### src/rtl/adcseq_pkg.sv
// Shared types and elaboration helpers for the ADC conversion sequencer.
// Assumes: integer arithmetic on parameters only; nothing here is clocked.
package adcseq_pkg;

    // Sequencer states, one per phase of the converter handshake.
    typedef enum logic [3:0] {
        ST_IDLE,
        ST_SET_ADDR,
        ST_ALE_PULSE,
        ST_START_PULSE,
        ST_WAIT_EOC_LOW,
        ST_WAIT_EOC_HIGH,
        ST_OE_DELAY,
        ST_CAPTURE,
        ST_DONE
    } seq_state_e;

    // Converter clock in kHz for a given system period and half divider.
    function automatic int conv_khz(input int sys_ns, input int half_div);
        return 1000000 / (sys_ns * 2 * half_div);
    endfunction

    // Smallest whole number of system cycles covering a minimum width.
    function automatic int cycles_for_ns(input int min_ns, input int sys_ns);
        return (min_ns + sys_ns - 1) / sys_ns;
    endfunction

    // Larger of two integers.
    function automatic int max2(input int a, input int b);
        return (a > b) ? a : b;
    endfunction

endpackage

### src/rtl/adcseq_clkdiv.sv
// Free-running divider producing the converter clock from the system clock.
// The output toggles every HALF_DIV system cycles. tick_o pulses for one
// system cycle, aligned with each rising edge of the converter clock.
// Assumes HALF_DIV >= 1.
module adcseq_clkdiv #(
    parameter int HALF_DIV = 63
) (
    input  logic clk,
    input  logic rst_n,
    output logic cclk_o,
    output logic tick_o
);
    localparam int CW = (HALF_DIV > 1) ? $clog2(HALF_DIV) : 1;
    localparam logic [CW-1:0] LAST = CW'(HALF_DIV - 1);

    logic [CW-1:0] cnt_q;

    // Count half periods and toggle the converter clock at each wrap.
    always_ff @(posedge clk) begin
        if (!rst_n) begin
            cnt_q  <= '0;
            cclk_o <= 1'b0;
            tick_o <= 1'b0;
        end else if (cnt_q == LAST) begin
            cnt_q  <= '0;
            cclk_o <= ~cclk_o;
            tick_o <= ~cclk_o;
        end else begin
            cnt_q  <= cnt_q + 1'b1;
            tick_o <= 1'b0;
        end
    end
endmodule

### src/rtl/adcseq_sync.sv
// Multi-stage synchronizer for an asynchronous level input.
// Assumes the input is a slow level (many system cycles per change).
// RST_VAL is the level the chain holds in reset.
module adcseq_sync #(
    parameter int STAGES  = 2,
    parameter bit RST_VAL = 1'b1
) (
    input  logic clk,
    input  logic rst_n,
    input  logic async_i,
    output logic sync_o
);
    logic [STAGES-1:0] chain_q;

    // Shift the raw input through the flop chain.
    always_ff @(posedge clk) begin
        if (!rst_n) chain_q <= {STAGES{RST_VAL}};
        else        chain_q <= {chain_q[STAGES-2:0], async_i};
    end

    assign sync_o = chain_q[STAGES-1];
endmodule

### src/rtl/adcseq_fsm.sv
// Conversion sequencer: select setup, address latch, start, two-phase
// end-of-conversion wait, output-enable delay, capture and scan restart.
// Assumes eoc_s_i is already synchronized and tick_i marks converter
// clock rising edges. All converter-facing outputs are registered.
module adcseq_fsm
    import adcseq_pkg::*;
#(
    parameter int  CHAN_W        = 3,
    parameter int  DATA_W        = 8,
    parameter int  SETUP_CYC     = 2,
    parameter int  STROBE_CYC    = 13,
    parameter int  OE_WAIT_CYC   = 126,
    parameter int  SETTLE_CYC    = 2,
    parameter int  TIMEOUT_TICKS = 96,
    parameter bit  MERGE_STROBES = 1'b0
) (
    input  logic              clk,
    input  logic              rst_n,
    input  logic              go_i,
    input  logic [CHAN_W-1:0] chan_i,
    input  logic              scan_i,
    input  logic              eoc_s_i,
    input  logic              tick_i,
    input  logic [DATA_W-1:0] data_i,
    output logic [CHAN_W-1:0] sel_o,
    output logic              ale_o,
    output logic              start_o,
    output logic              oe_o,
    output logic              busy_o,
    output logic              valid_o,
    output logic [DATA_W-1:0] res_data_o,
    output logic [CHAN_W-1:0] res_chan_o,
    output logic              timeout_o
);
    localparam int TMR_MAX = max2(max2(SETUP_CYC, STROBE_CYC),
                                  max2(OE_WAIT_CYC, SETTLE_CYC));
    localparam int TMR_W   = $clog2(TMR_MAX + 1);
    localparam int TO_W    = $clog2(TIMEOUT_TICKS + 1);

    seq_state_e         st_q, st_n;
    logic [TMR_W-1:0]   tmr_q;
    logic [TO_W-1:0]    to_cnt_q;
    logic               tmr_done;
    logic               in_wait;
    logic               to_hit;
    logic               ale_n;
    logic               start_n;

    assign tmr_done = (tmr_q == '0);
    assign in_wait  = (st_q == ST_WAIT_EOC_LOW) || (st_q == ST_WAIT_EOC_HIGH);
    assign to_hit   = in_wait && (to_cnt_q >= TO_W'(TIMEOUT_TICKS));

    // Next-state decision for the handshake sequence.
    always_comb begin
        st_n = st_q;
        unique case (st_q)
            ST_IDLE:          if (go_i) st_n = ST_SET_ADDR;
            ST_SET_ADDR:      if (tmr_done) st_n = ST_ALE_PULSE;
            ST_ALE_PULSE:     if (tmr_done) st_n = MERGE_STROBES ? ST_WAIT_EOC_LOW
                                                                 : ST_START_PULSE;
            ST_START_PULSE:   if (tmr_done) st_n = ST_WAIT_EOC_LOW;
            ST_WAIT_EOC_LOW:  if (to_hit) st_n = ST_IDLE;
                              else if (!eoc_s_i) st_n = ST_WAIT_EOC_HIGH;
            ST_WAIT_EOC_HIGH: if (to_hit) st_n = ST_IDLE;
                              else if (eoc_s_i) st_n = ST_OE_DELAY;
            ST_OE_DELAY:      if (tmr_done) st_n = ST_CAPTURE;
            ST_CAPTURE:       if (tmr_done) st_n = ST_DONE;
            ST_DONE:          st_n = scan_i ? ST_SET_ADDR : ST_IDLE;
            default:          st_n = ST_IDLE;
        endcase
    end

    // Strobe shape: the parameter picks shared or separate pulses.
    assign ale_n = (st_n == ST_ALE_PULSE);
    generate
        if (MERGE_STROBES) begin : g_merged
            assign start_n = ale_n;
        end else begin : g_split
            assign start_n = (st_n == ST_START_PULSE);
        end
    endgenerate

    // State register.
    always_ff @(posedge clk) begin
        if (!rst_n) st_q <= ST_IDLE;
        else        st_q <= st_n;
    end

    // Phase timer: loaded on each state change, counts down to zero.
    always_ff @(posedge clk) begin
        if (!rst_n) begin
            tmr_q <= '0;
        end else if (st_n != st_q) begin
            unique case (st_n)
                ST_SET_ADDR:    tmr_q <= TMR_W'(SETUP_CYC - 1);
                ST_ALE_PULSE,
                ST_START_PULSE: tmr_q <= TMR_W'(STROBE_CYC - 1);
                ST_OE_DELAY:    tmr_q <= TMR_W'(OE_WAIT_CYC - 1);
                ST_CAPTURE:     tmr_q <= TMR_W'(SETTLE_CYC - 1);
                default:        tmr_q <= '0;
            endcase
        end else if (!tmr_done) begin
            tmr_q <= tmr_q - 1'b1;
        end
    end

    // Timeout counter: converter clock edges spent waiting on the flag.
    always_ff @(posedge clk) begin
        if (!rst_n || !in_wait) to_cnt_q <= '0;
        else if (tick_i && !to_hit) to_cnt_q <= to_cnt_q + 1'b1;
    end

    // Channel register: loaded on request, advanced by scan.
    always_ff @(posedge clk) begin
        if (!rst_n) begin
            sel_o <= '0;
        end else if (st_q == ST_IDLE && go_i) begin
            sel_o <= chan_i;
        end else if (st_q == ST_DONE && scan_i) begin
            sel_o <= sel_o + 1'b1;
        end
    end

    // Result register: latched at the end of the output-enable window.
    always_ff @(posedge clk) begin
        if (!rst_n) begin
            res_data_o <= '0;
            res_chan_o <= '0;
        end else if (st_q == ST_CAPTURE && tmr_done) begin
            res_data_o <= data_i;
            res_chan_o <= sel_o;
        end
    end

    // Registered control outputs decoded from the next state.
    always_ff @(posedge clk) begin
        if (!rst_n) begin
            ale_o     <= 1'b0;
            start_o   <= 1'b0;
            oe_o      <= 1'b0;
            busy_o    <= 1'b0;
            valid_o   <= 1'b0;
            timeout_o <= 1'b0;
        end else begin
            ale_o     <= ale_n;
            start_o   <= start_n;
            oe_o      <= (st_n == ST_CAPTURE);
            busy_o    <= (st_n != ST_IDLE);
            valid_o   <= (st_n == ST_DONE);
            timeout_o <= to_hit;
        end
    end
endmodule

### src/rtl/adcseq_top.sv
// Top of the ADC conversion sequencer. Derives strobe widths and the
// converter clock period from the system clock period, and rejects
// settings outside the converter's clock range at elaboration.
// Assumes a single system clock domain; adc_eoc_i may be asynchronous.
module adcseq_top
    import adcseq_pkg::*;
#(
    parameter int SYS_CLK_NS    = 8,
    parameter int STROBE_MIN_NS = 100,
    parameter int CONV_HALF_DIV = 63,
    parameter bit MERGE_STROBES = 1'b0,
    parameter int SETUP_CYC     = 2,
    parameter int SETTLE_CYC    = 2,
    parameter int TIMEOUT_TICKS = 96,
    parameter int SYNC_STAGES   = 2,
    parameter int CHAN_W        = 3,
    parameter int DATA_W        = 8
) (
    input  logic              clk,
    input  logic              rst_n,
    input  logic              req_go_i,
    input  logic [CHAN_W-1:0] req_chan_i,
    input  logic              scan_en_i,
    output logic              busy_o,
    output logic              res_valid_o,
    output logic [DATA_W-1:0] res_data_o,
    output logic [CHAN_W-1:0] res_chan_o,
    output logic              timeout_o,
    output logic [CHAN_W-1:0] adc_sel_o,
    output logic              adc_ale_o,
    output logic              adc_start_o,
    output logic              adc_oe_o,
    output logic              adc_clk_o,
    input  logic              adc_eoc_i,
    input  logic [DATA_W-1:0] adc_data_i
);
    localparam int STROBE_CYC  = cycles_for_ns(STROBE_MIN_NS, SYS_CLK_NS);
    localparam int CONV_PERIOD = 2 * CONV_HALF_DIV;
    localparam int CONV_KHZ    = conv_khz(SYS_CLK_NS, CONV_HALF_DIV);
    localparam bit RATE_OK     = (CONV_KHZ >= 10) && (CONV_KHZ <= 1200);
    localparam bit MERGE_OK    = !MERGE_STROBES || (CONV_KHZ < 500);

    // Elaboration guard on the divider and strobe-merge settings.
    generate
        if (!RATE_OK || !MERGE_OK) begin : g_cfg_bad
            $error("adcseq_top: converter clock setting out of range");
        end
    endgenerate

    logic cclk_tick;
    logic eoc_s;

    adcseq_clkdiv #(
        .HALF_DIV (CONV_HALF_DIV)
    ) u_clkdiv (
        .clk    (clk),
        .rst_n  (rst_n),
        .cclk_o (adc_clk_o),
        .tick_o (cclk_tick)
    );

    adcseq_sync #(
        .STAGES  (SYNC_STAGES),
        .RST_VAL (1'b1)
    ) u_eoc_sync (
        .clk     (clk),
        .rst_n   (rst_n),
        .async_i (adc_eoc_i),
        .sync_o  (eoc_s)
    );

    adcseq_fsm #(
        .CHAN_W        (CHAN_W),
        .DATA_W        (DATA_W),
        .SETUP_CYC     (SETUP_CYC),
        .STROBE_CYC    (STROBE_CYC),
        .OE_WAIT_CYC   (CONV_PERIOD),
        .SETTLE_CYC    (SETTLE_CYC),
        .TIMEOUT_TICKS (TIMEOUT_TICKS),
        .MERGE_STROBES (MERGE_STROBES)
    ) u_fsm (
        .clk        (clk),
        .rst_n      (rst_n),
        .go_i       (req_go_i),
        .chan_i     (req_chan_i),
        .scan_i     (scan_en_i),
        .eoc_s_i    (eoc_s),
        .tick_i     (cclk_tick),
        .data_i     (adc_data_i),
        .sel_o      (adc_sel_o),
        .ale_o      (adc_ale_o),
        .start_o    (adc_start_o),
        .oe_o       (adc_oe_o),
        .busy_o     (busy_o),
        .valid_o    (res_valid_o),
        .res_data_o (res_data_o),
        .res_chan_o (res_chan_o),
        .timeout_o  (timeout_o)
    );
endmodule

### config.mk
export PLATFORM = sky130hd
export DESIGN_NAME = adcseq_top
export DESIGN_NICKNAME = d
export VERILOG_FILES = /design/src/rtl/adcseq_pkg.sv /design/src/rtl/adcseq_clkdiv.sv /design/src/rtl/adcseq_sync.sv /design/src/rtl/adcseq_fsm.sv /design/src/rtl/adcseq_top.sv
export SDC_FILE = /design/constraint.sdc
export NUM_CORES = 1
export LEC_CHECK = 0
export BUFFER_PORTS_ARGS = -buffer_cell sky130_fd_sc_hd__buf_2
export CAP_MARGIN = 10
export CORE_UTILIZATION = 52
export DETAILED_ROUTE_END_ITERATION = 10
export PLACE_DENSITY = 0.72
export SLEW_MARGIN = 15
export SYNTH_ARGS = -nofsm -noshare
export SYNTH_HDL_FRONTEND = slang
export SYNTH_SLANG_ARGS = --single-unit
### constraint.sdc
create_clock -name clk -period 7 [get_ports clk]
set_clock_uncertainty 0.2 [all_clocks]
set_input_delay 1.75 -clock clk [delete_from_list [all_inputs] [get_ports clk]]
set_output_delay 1.75 -clock clk [all_outputs]
set_load 0.05 [all_outputs]
# ---- Word-level counts from Yosys, hierarchy flattened
# Cells that the tools add are included.
dict set report word_totals {
  reg_bits 48
  latch_bits 0
  ramBits 0
  mem_bits_ro 0
  output_inout_bits 21
  memories 0
}
dict set report classes {
  n_addsub 4
  multipliers 0
  div 0
  n_lt_le_gt_ge 1
  n_eq_ne 17
  shift 0
  muxes 17
  n_bitwise 2
  reduce_logical 18
}
# op n
set ops {}
lappend ops {{2-to-1 mux 4 bit} 10}
lappend ops {{one-hot mux 4 bit (9 select lines)} 1}
lappend ops {{equality test 4 x 3 -> 1 bit (second input constant)} 6}
lappend ops {{one-hot mux 7 bit (3 select lines)} 1}
lappend ops {{equality test 4 x 2 -> 1 bit (second input constant)} 4}
lappend ops {{2-to-1 mux 7 bit} 2}
lappend ops {{equality test 4 x 1 -> 1 bit (second input constant)} 2}
lappend ops {{equality test 4 bit (second input constant)} 2}
lappend ops {{adder 7 x 1 -> 7 bit (second input constant)} 1}
lappend ops {{greater-or-equal comparator 7 bit (second input constant)} 1}
lappend ops {{logical NOT 7 bit} 1}
lappend ops {{subtractor 7 x 1 -> 7 bit (second input constant)} 1}
lappend ops {{adder 6 x 1 -> 6 bit (second input constant)} 1}
lappend ops {{equality test 6 bit (second input constant)} 1}
lappend ops {{2-to-1 mux 3 bit} 2}
lappend ops {{OR reduction 2 bit} 3}
lappend ops {{logical AND 1 bit} 5}
lappend ops {{logical NOT 4 bit} 1}
lappend ops {{!= test 4 bit} 1}
lappend ops {{nonzero test 4 bit} 1}
lappend ops {{adder 3 x 1 -> 3 bit (second input constant)} 1}
lappend ops {{logical NOT 1 bit} 3}
lappend ops {{logical OR 1 bit} 2}
lappend ops {{!= test 2 bit (second input constant)} 1}
lappend ops {{4 further kinds} 5}

# ---- Logic depth before layout (Yosys ltp)
# Gate-level depths: netlist of run 1.
dict set report depth {
  ltp_word 9
  ltp_mapped 10
  depth_no_buf 7
}

# ---- Cells and area by module
# From an unflattened synthesis of run 1, not the netlist that was laid out.
dict set report hier_totals {
  cells_unflattened 253
  hier_area_um2 2212.1
}
# mod n_inst cells_per_inst area_each_um2 seq_area_each_um2
set modules_own_cells {}
lappend modules_own_cells {adcseq_fsm 1 215 1840.5 760.7}
lappend modules_own_cells {adcseq_clkdiv 1 34 319.1 160.2}
lappend modules_own_cells {adcseq_sync 1 4 52.6 40.0}

# ---- Worst setup path after synthesis of run 1
# No wires, ideal clock.
dict set report synth_timing {
  kind {in2reg}
  from {in req_go_i}
  to {reg u_fsm.tmr_q[2]}
  setup_ns 0.074
  arrival_time_ns 2.912
  path_slack_ns 3.814
  cell_stages 5
  path_cell_list {nand2b_1 > a21oi_1 > a221o_1 > or4_1 > a31oi_1}
}
dict set report synth_between {
  elab_chain_cells 6
  word_cells_on_any_way 13
  classes_between {7 x eq/ne; 4 x mux; 2 x reduce/logical}
}
# element line
set synth_lines {}
lappend synth_lines {{from (decl)} adcseq_top.sv:21} ;# input logic req_go_i,
lappend synth_lines {{2-to-1 mux 4 bit *} adcseq_fsm.sv:57} ;# ST_IDLE: if (go_i) st_n = ST_SET_ADDR;
lappend synth_lines {{one-hot mux 4 bit (9 select lines) *} adcseq_fsm.sv:56} ;# unique case (st_q)
lappend synth_lines {{equality test 4 x 1 -> 1 bit (tied with other cells)} adcseq_fsm.sv:94} ;# unique case (st_n)
lappend synth_lines {{OR reduction 2 bit, on equally long branches} n/a}
lappend synth_lines {{one-hot mux 7 bit (3 select lines)} adcseq_fsm.sv:94}
lappend synth_lines {{2-to-1 mux 7 bit} adcseq_fsm.sv:93} ;# end else if (st_n != st_q) begin
lappend synth_lines {{to (signal assigned)} adcseq_fsm.sv:95} ;# ST_SET_ADDR: tmr_q <= TMR_W'(SETUP_CYC - 1);
lappend synth_lines {{to (signal assigned)} adcseq_fsm.sv:97} ;# ST_START_PULSE: tmr_q <= TMR_W'(STROBE_CYC - 1);
lappend synth_lines {{to (signal assigned)} adcseq_fsm.sv:98} ;# ST_OE_DELAY: tmr_q <= TMR_W'(OE_WAIT_CYC - 1);
lappend synth_lines {{to (decl)} adcseq_fsm.sv:41} ;# logic [TMR_W-1:0] tmr_q;
# Every way passes the cells marked *; elsewhere a longest branch is shown, timed or not.
# A chain may end at the register's enable or synchronous reset.

# ---- Final worst setup path of run 1
# Same ends and word-level chain as after synthesis.

==> flow_summary_export.csv, run 1 <==
group,metric,value,unit
critical_path,crit_chain,"buf_2, nand2b_1, a21oi_1, a221o_1, or4_1, a31oi_1",
critical_path,slowest_delay,550,ps
final_layout,fin_cells,324,
sta,min_period_over_period,46.3,%
floorplanning,dieArea,0.00451,mm²
sta,final-setup-viol-count,0,
final_layout,antenna_cells,0,
final_layout,areaGrowthSynthToFinish,14.1,%
power,irDropWorstVdd,0.185,mV
outcome,status,"complete, no violations",
final_layout,fin_util,62.6,%
final_layout,drive_gt1_share,19.3,%
synthesis,synth.yosys.seq_area_share,43.5,%
final_layout,final_nets,294,
critical_path,cp_max_fo,12,
placed_design,gp_congestion,0.823,
clock_tree,cts_setup_buffers,0,
synthesis,yosys_warnings,0,
clock_tree,cts_tree,"done",
synthesis,synthFlopType,"dfxtp_1",
floorplanning,die_y,67.2,µm
drt,dr.pass1.iters,4,
global_route,antenna_found_initial,0,
clock_tree,cts_buffer_depth,2,
sta,hold_ws,214,ps
sta,final.min_clock_period,3240,ps
critical_path,critPathArrivalTime,3280,ps
synthesis,syn_area,0.00221,mm²
critical_path,cp_top_family,"compound AO/OA/AOI/OAI gates",
global_route,grt_overflow,0,
final_layout,finalInstanceArea,0.00252,mm²
synthesis,ys_async_sr_fraction,0,%
sta,tns,0,ps
placed_design,dp_cells,316,
drt,drtIter0Drc,102,
critical_path,ff2ff_path_depth,7,
synthesis,syn_inst,240,
global_route,grt_pass1_vias,1546,
sta,finalWorstSetupSlack,3760,ps
min_path,hold_depth,1,
sta,slew_viol_final,0,
power,seq_power_share,38.7,%
final_layout,layout_commonest_cell,"dfxtp_1",
drt,wl_per_cell,12.7,µm
critical_path,worst-path-stages,6,
drt,via_per_inst,5.49,
power,switching_share,37.3,%
floorplanning,fp.coreArea,0.00403,mm²
power,p_total,876,µW
sta,clock.fmax,0.308,GHz
critical_path,critPathCaptureType,"register",
clock_tree,clock_latency,300,ps
synthesis,synth_edf_count,0,
placed_design,place_ws,3450,ps
floorplanning,start_util,54.8,%
power,intPower,549,µW
global_route,grt_max_degree,32,
critical_path,critPathKind,"in -> reg",
drt,drc,0,
flow_run,drv_cap,0,
power,clockPowerShare,23.7,%
final_layout,num-fill-cells,362,
floorplanning,row_count,23,
critical_path,slowest_stage,"or4_1",
floorplanning,die_w,67.2,µm
global_route,grt_pass1_wl,6740,µm
sta,rsz0062_at_grt,"false",
critical_path,start_kind,"input pin",
critical_path,path_buf_inv,1,
synthesis,ys_ff_latch,48,
placed_design,placed_area,0.00240,mm²
clock_tree,htreeDepth,2,
placed_design,io_buffers,36,
synthesis,syn_nets,261,
synthesis,synth.distinct_cells,50,
sta,hold_viol_final,0,
synthesis,avgSynthCellArea,9.21,µm²
placed_design,dp_hpwl,2920,µm
clock_tree,clockRootBuffer,"clkbuf_8",
clock_tree,cts_resized,0,
drt,finalWirelength,4110,µm
power,pwr_density_cell,347,mW/mm²
power,p_sw,326,µW
clock_tree,clk_pin_slew,90,ps
clock_tree,cts.sink_count,48,
drt,postRouteAntennaNets,0,
drt,routed-via-count,1779,
final_layout,final_cell_mix,"dfxtp_1 (48), buf_2 (36), nor2_1 (25)",
clock_tree,hold_buffers,0,
floorplanning,ios,37,
sta,worst_slew_pin_slew,649,ps
clock_tree,cts_buffers,5,
sta,relSlewSlack,56.7,%
min_path,hp-class,"reg -> reg",
power,leakage,1.01,nW
critical_path,critPathRequiredTime,7030,ps
global_route,grtUsageTotal,19.8,%
power,pwr-share-comb,37.6,%
worst paths after layout:
path,startpoint,to,slack [ps]
max,req_go_i,u_fsm.tmr_q[2]$_SDFFE_PN0P_,3760
min,u_eoc_sync.chain_q[0]$_SDFF_PN1_,u_eoc_sync.chain_q[1]$_SDFF_PN1_,210
max reg2reg,u_fsm.tmr_q[0]$_SDFFE_PN0P_,u_fsm.res_data_o[4]$_SDFFE_PN0P_,4310
min reg2reg,u_eoc_sync.chain_q[0]$_SDFF_PN1_,u_eoc_sync.chain_q[1]$_SDFF_PN1_,210
final cells by class:
| class | instances | area, µm² | area share, % |
|---|---|---|---|
| sequential | 48 | 961 | 38.1 |
| multi-input combinational | 175 | 1170 | 46.4 |
| inverter | 7 | 26.3 | 1.04 |
| clock inverter | 2 | 38.8 | 1.54 |
| tap | 50 | 62.6 | 2.48 |
| clock buffer | 6 | 82.6 | 3.28 |
| timing repair buffer | 36 | 180 | 7.15 |
cell families after synthesis:
| kind of cell | synth area share (%) |
|---|---|
| AO/OA/AOI/OAI | 13.9 |
| XOR/XNOR | 5.55 |
| adder cells (fa/ha/maj) | 2.83 |
| buffers and inverters | 3.57 |
| flip-flops | 43.5 |
| multiplexers | 5.95 |
| AND/OR/NAND/NOR | 24.7 |
worst register-to-register path: stages (launching register included):
cell     delay (ps)
dfxtp_1         350
inv_1            60
ha_1            180
or3b_1          510
nor2_2          290
and4_1          660
mux2i_1         270
nor2b_1          60
synth_stat cells, drive strengths merged (5+ instances only):
master / n / area (µm²)
dfxtp: 48 / 961
nor2: 26 / 100
nand2: 17 / 63.8
nor2b: 13 / 81.3
mux2i: 12 / 120
nor3: 9 / 45.0
xnor2: 8 / 70.1
a21oi: 7 / 35.0
inv: 7 / 26.3
o31ai: 7 / 52.6
and2: 6 / 37.5
nand2b: 6 / 45.0
xor2: 6 / 52.6
buf: 5 / 33.8
clkbuf: 5 / 18.8
ha: 5 / 62.6
state kept, by name, indices dropped and copies added (netlist names):
register,cells
u_fsm.sel_o,3
u_clkdiv.cnt_q,6
u_fsm.valid_o,1
u_eoc_sync.chain_q,2
u_fsm.res_data_o,8
u_fsm.start_o,1
u_fsm.timeout_o,1
u_fsm.ale_o,1
u_clkdiv.tick_o,1
u_clkdiv.cclk_o,1
u_fsm.tmr_q,7
u_fsm.st_q,4
u_fsm.to_cnt_q,7
u_fsm.busy_o,1
u_fsm.res_chan_o,3
u_fsm.oe_o,1
power groups by stage:
stage	sequential (mW)	clock, mW	combinational (mW)
CTS	0.338	0.215	0.326
floorplan	0.364	0	0.243
finish	0.339	0.208	0.329
detailed placement	0.345	0	0.322
global placement	0.344	0	0.319
global route	0.344	0.226	0.369
metal layers:
metal	track usage (%)	vias up	routed length (µm)
met3	4.39	7	225
met5	0	-	0
met4	7.18	0	61
li1	-	910	-
met2	32.1	63	1820
met1	25.6	799	2010
Power figures use the tool's default switching activity.
==> run 2, diff against run 1 <==
--- a/config.mk
+++ b/config.mk
@@ -7,7 +7,7 @@
 export LEC_CHECK = 0
 export BUFFER_PORTS_ARGS = -buffer_cell sky130_fd_sc_hd__buf_2
 export CAP_MARGIN = 10
-export CORE_UTILIZATION = 52
+export CORE_UTILIZATION = 50
 export DETAILED_ROUTE_END_ITERATION = 10
 export PLACE_DENSITY = 0.72
 export SLEW_MARGIN = 15
==> constraint.sdc (replaced) <==
create_clock -name clk -period 2.7 [get_ports clk]
set_clock_uncertainty 0.2 [all_clocks]
set_input_delay 0.675 -clock clk [delete_from_list [all_inputs] [get_ports clk]]
set_output_delay 0.675 -clock clk [all_outputs]
set_load 0.05 [all_outputs]
==> run 2 against run 1 <==
Via count shrank 0.62%. Die area grew 3.9%. Design area grew 0.50%. Hold slack lost 1.6 ps. Largest cell class unchanged. Flip-flop and latch count is the same. Final cell count grew 1.5%. Critical endpoint is now u_fsm.tmr_q[4]$_SDFFE_PN0P_.
==> flow_summary_export.csv, run 2 (synthesis results as in run 1) <==
group,metric,value,unit
clock_tree,clockRootBuffer,"clkbuf_8",
drt,finalWirelength,4180,µm
final_layout,fin_cells,329,
drt,postRouteAntennaNets,0,
global_route,grt_pass1_vias,1511,
floorplanning,row_count,23,
drt,drtIter0Drc,80,
clock_tree,hold_buffers,0,
power,irDropWorstVdd,0.414,mV
sta,rsz0062_at_grt,"false",
placed_design,dp_hpwl,2990,µm
critical_path,slowest_delay,460,ps
placed_design,io_buffers,36,
critical_path,critPathCaptureType,"register",
power,pwr-share-comb,40.3,%
outcome,status,"complete, no violations",
clock_tree,clock_latency,300,ps
floorplanning,start_util,53.7,%
critical_path,crit_chain,"inv_1, ha_1, or3b_1, nor2_1, a221o_1, or2_2, o221a_2",
sta,clock.fmax,0.389,GHz
clock_tree,cts_buffers,5,
final_layout,top_regs,"u_fsm.res_data_o (8), u_fsm.tmr_q (7), u_fsm.to_cnt_q (7)",
final_layout,finalInstanceArea,0.00253,mm²
critical_path,start_kind,"register",
clock_tree,cts_setup_buffers,0,
power,seq_power_share,39.7,%
power,switching_share,38.5,%
final_layout,largest_register,"u_fsm.res_data_o",
final_layout,largest_reg_flops,8,
sta,slew_viol_final,0,
clock_tree,clk_pin_slew,80,ps
placed_design,dp_cells,321,
sta,relSlewSlack,63.1,%
critical_path,critPathRequiredTime,2700,ps
critical_path,path_buf_inv,1,
global_route,grtUsageTotal,19.2,%
critical_path,cp_max_fo,9,
drt,routed-via-count,1768,
clock_tree,cts.sink_count,48,
global_route,grt_max_degree,31,
floorplanning,die_w,68.5,µm
floorplanning,fp.coreArea,0.00412,mm²
final_layout,drive_gt1_share,20.8,%
placed_design,gp_congestion,0.884,
clock_tree,htreeDepth,2,
sta,tns,0,ps
clock_tree,cts_resized,0,
floorplanning,die_y,68.5,µm
critical_path,slowest_stage,"a221o_1",
drt,via_per_inst,5.37,
power,pwr_density_cell,871,mW/mm²
min_path,hp-class,"reg -> reg",
clock_tree,cts_tree,"done",
flow_run,drv_cap,0,
power,clockPowerShare,20.1,%
final_layout,final_nets,299,
sta,min_period_over_period,95.3,%
critical_path,critPathArrivalTime,2570,ps
floorplanning,dieArea,0.00469,mm²
power,p_sw,848,µW
drt,wl_per_cell,12.7,µm
floorplanning,ios,37,
final_layout,antenna_cells,0,
power,intPower,1.36,mW
placed_design,placed_area,0.00244,mm²
sta,final.min_clock_period,2570,ps
final_layout,layout_commonest_cell,"dfxtp_1",
final_layout,areaGrowthSynthToFinish,14.7,%
final_layout,final_cell_mix,"dfxtp_1 (48), buf_2 (36), nor2_1 (25)",
sta,hold_viol_final,0,
clock_tree,cts_buffer_depth,2,
global_route,grt_pass1_wl,6580,µm
power,leakage,1.03,nW
critical_path,cp_top_family,"simple AND/OR/NAND/NOR gates",
global_route,grt_overflow,0,
critical_path,critPathKind,"reg -> reg",
global_route,antenna_found_initial,0,
sta,worst_slew_pin_slew,546,ps
drt,dr.pass1.iters,4,
drt,drc,0,
sta,final-setup-viol-count,0,
-- run 2: changes by cell type in the layout (fill, tap and decap cells not counted), sizes merged --
cell / before / now
buf: 36 / 41
bufinv: 1 / 0
inv: 7 / 8
-- run 2: final timing paths --
check	start	to	slack, ps	cells after the start
worst max-delay path	u_fsm.tmr_q[0]$_SDFFE_PN0P_	u_fsm.tmr_q[4]$_SDFFE_PN0P_	130	7
worst max register to register	u_fsm.tmr_q[0]$_SDFFE_PN0P_	u_fsm.tmr_q[4]$_SDFFE_PN0P_	130	7
worst min-delay path	u_eoc_sync.chain_q[0]$_SDFF_PN1_	u_eoc_sync.chain_q[1]$_SDFF_PN1_	210	1
worst min register to register	u_eoc_sync.chain_q[0]$_SDFF_PN1_	u_eoc_sync.chain_q[1]$_SDFF_PN1_	210	1
-- run 2: routing by layer --
layer	part of all wire (%)	track usage [%]	wire (µm)	up-vias
li1	-	-	-	922
met1	49	25.3	2050	795
met2	45	28.8	1880	46
met3	4.7	4.67	196	5
met4	1.3	10.2	55	0
met5	0	0	0	-
-- run 2: power by group through the flow --
stage / combinational, mW / clock, mW / sequential [mW]
after detailed placement: 0.872 / 0 / 0.889
final: 0.889 / 0.443 / 0.875
after global placement: 0.886 / 0 / 0.888
after floorplan: 0.630 / 0 / 0.945
after global routing: 0.982 / 0.479 / 0.887
after CTS: 0.879 / 0.456 / 0.872
-- run 2: final cells by class --
type / instances / area [µm²]
fillers: 353 / 1580
multi-input cells: 175 / 1170
flip-flops and latches: 48 / 961
repair buffers: 41 / 218
clock buffers: 6 / 82.6
well taps: 50 / 62.6
inverters: 7 / 26.3
clock inverters: 2 / 13.8
-- run 2: metrics by stage --
step / hold slack, ps / worst slack (ps) / util, % / power [mW]
detailed placement: 192 / 160 / 59.2 / 1.76
finish: 213 / 127 / 61.6 / 2.21
CTS: 212 / 145 / 61.6 / 2.21
floorplan: 186 / 361 / - / 1.57
global route: 231 / 27.9 / 61.6 / 2.35
global placement: 189 / 241 / 59.2 / 1.77
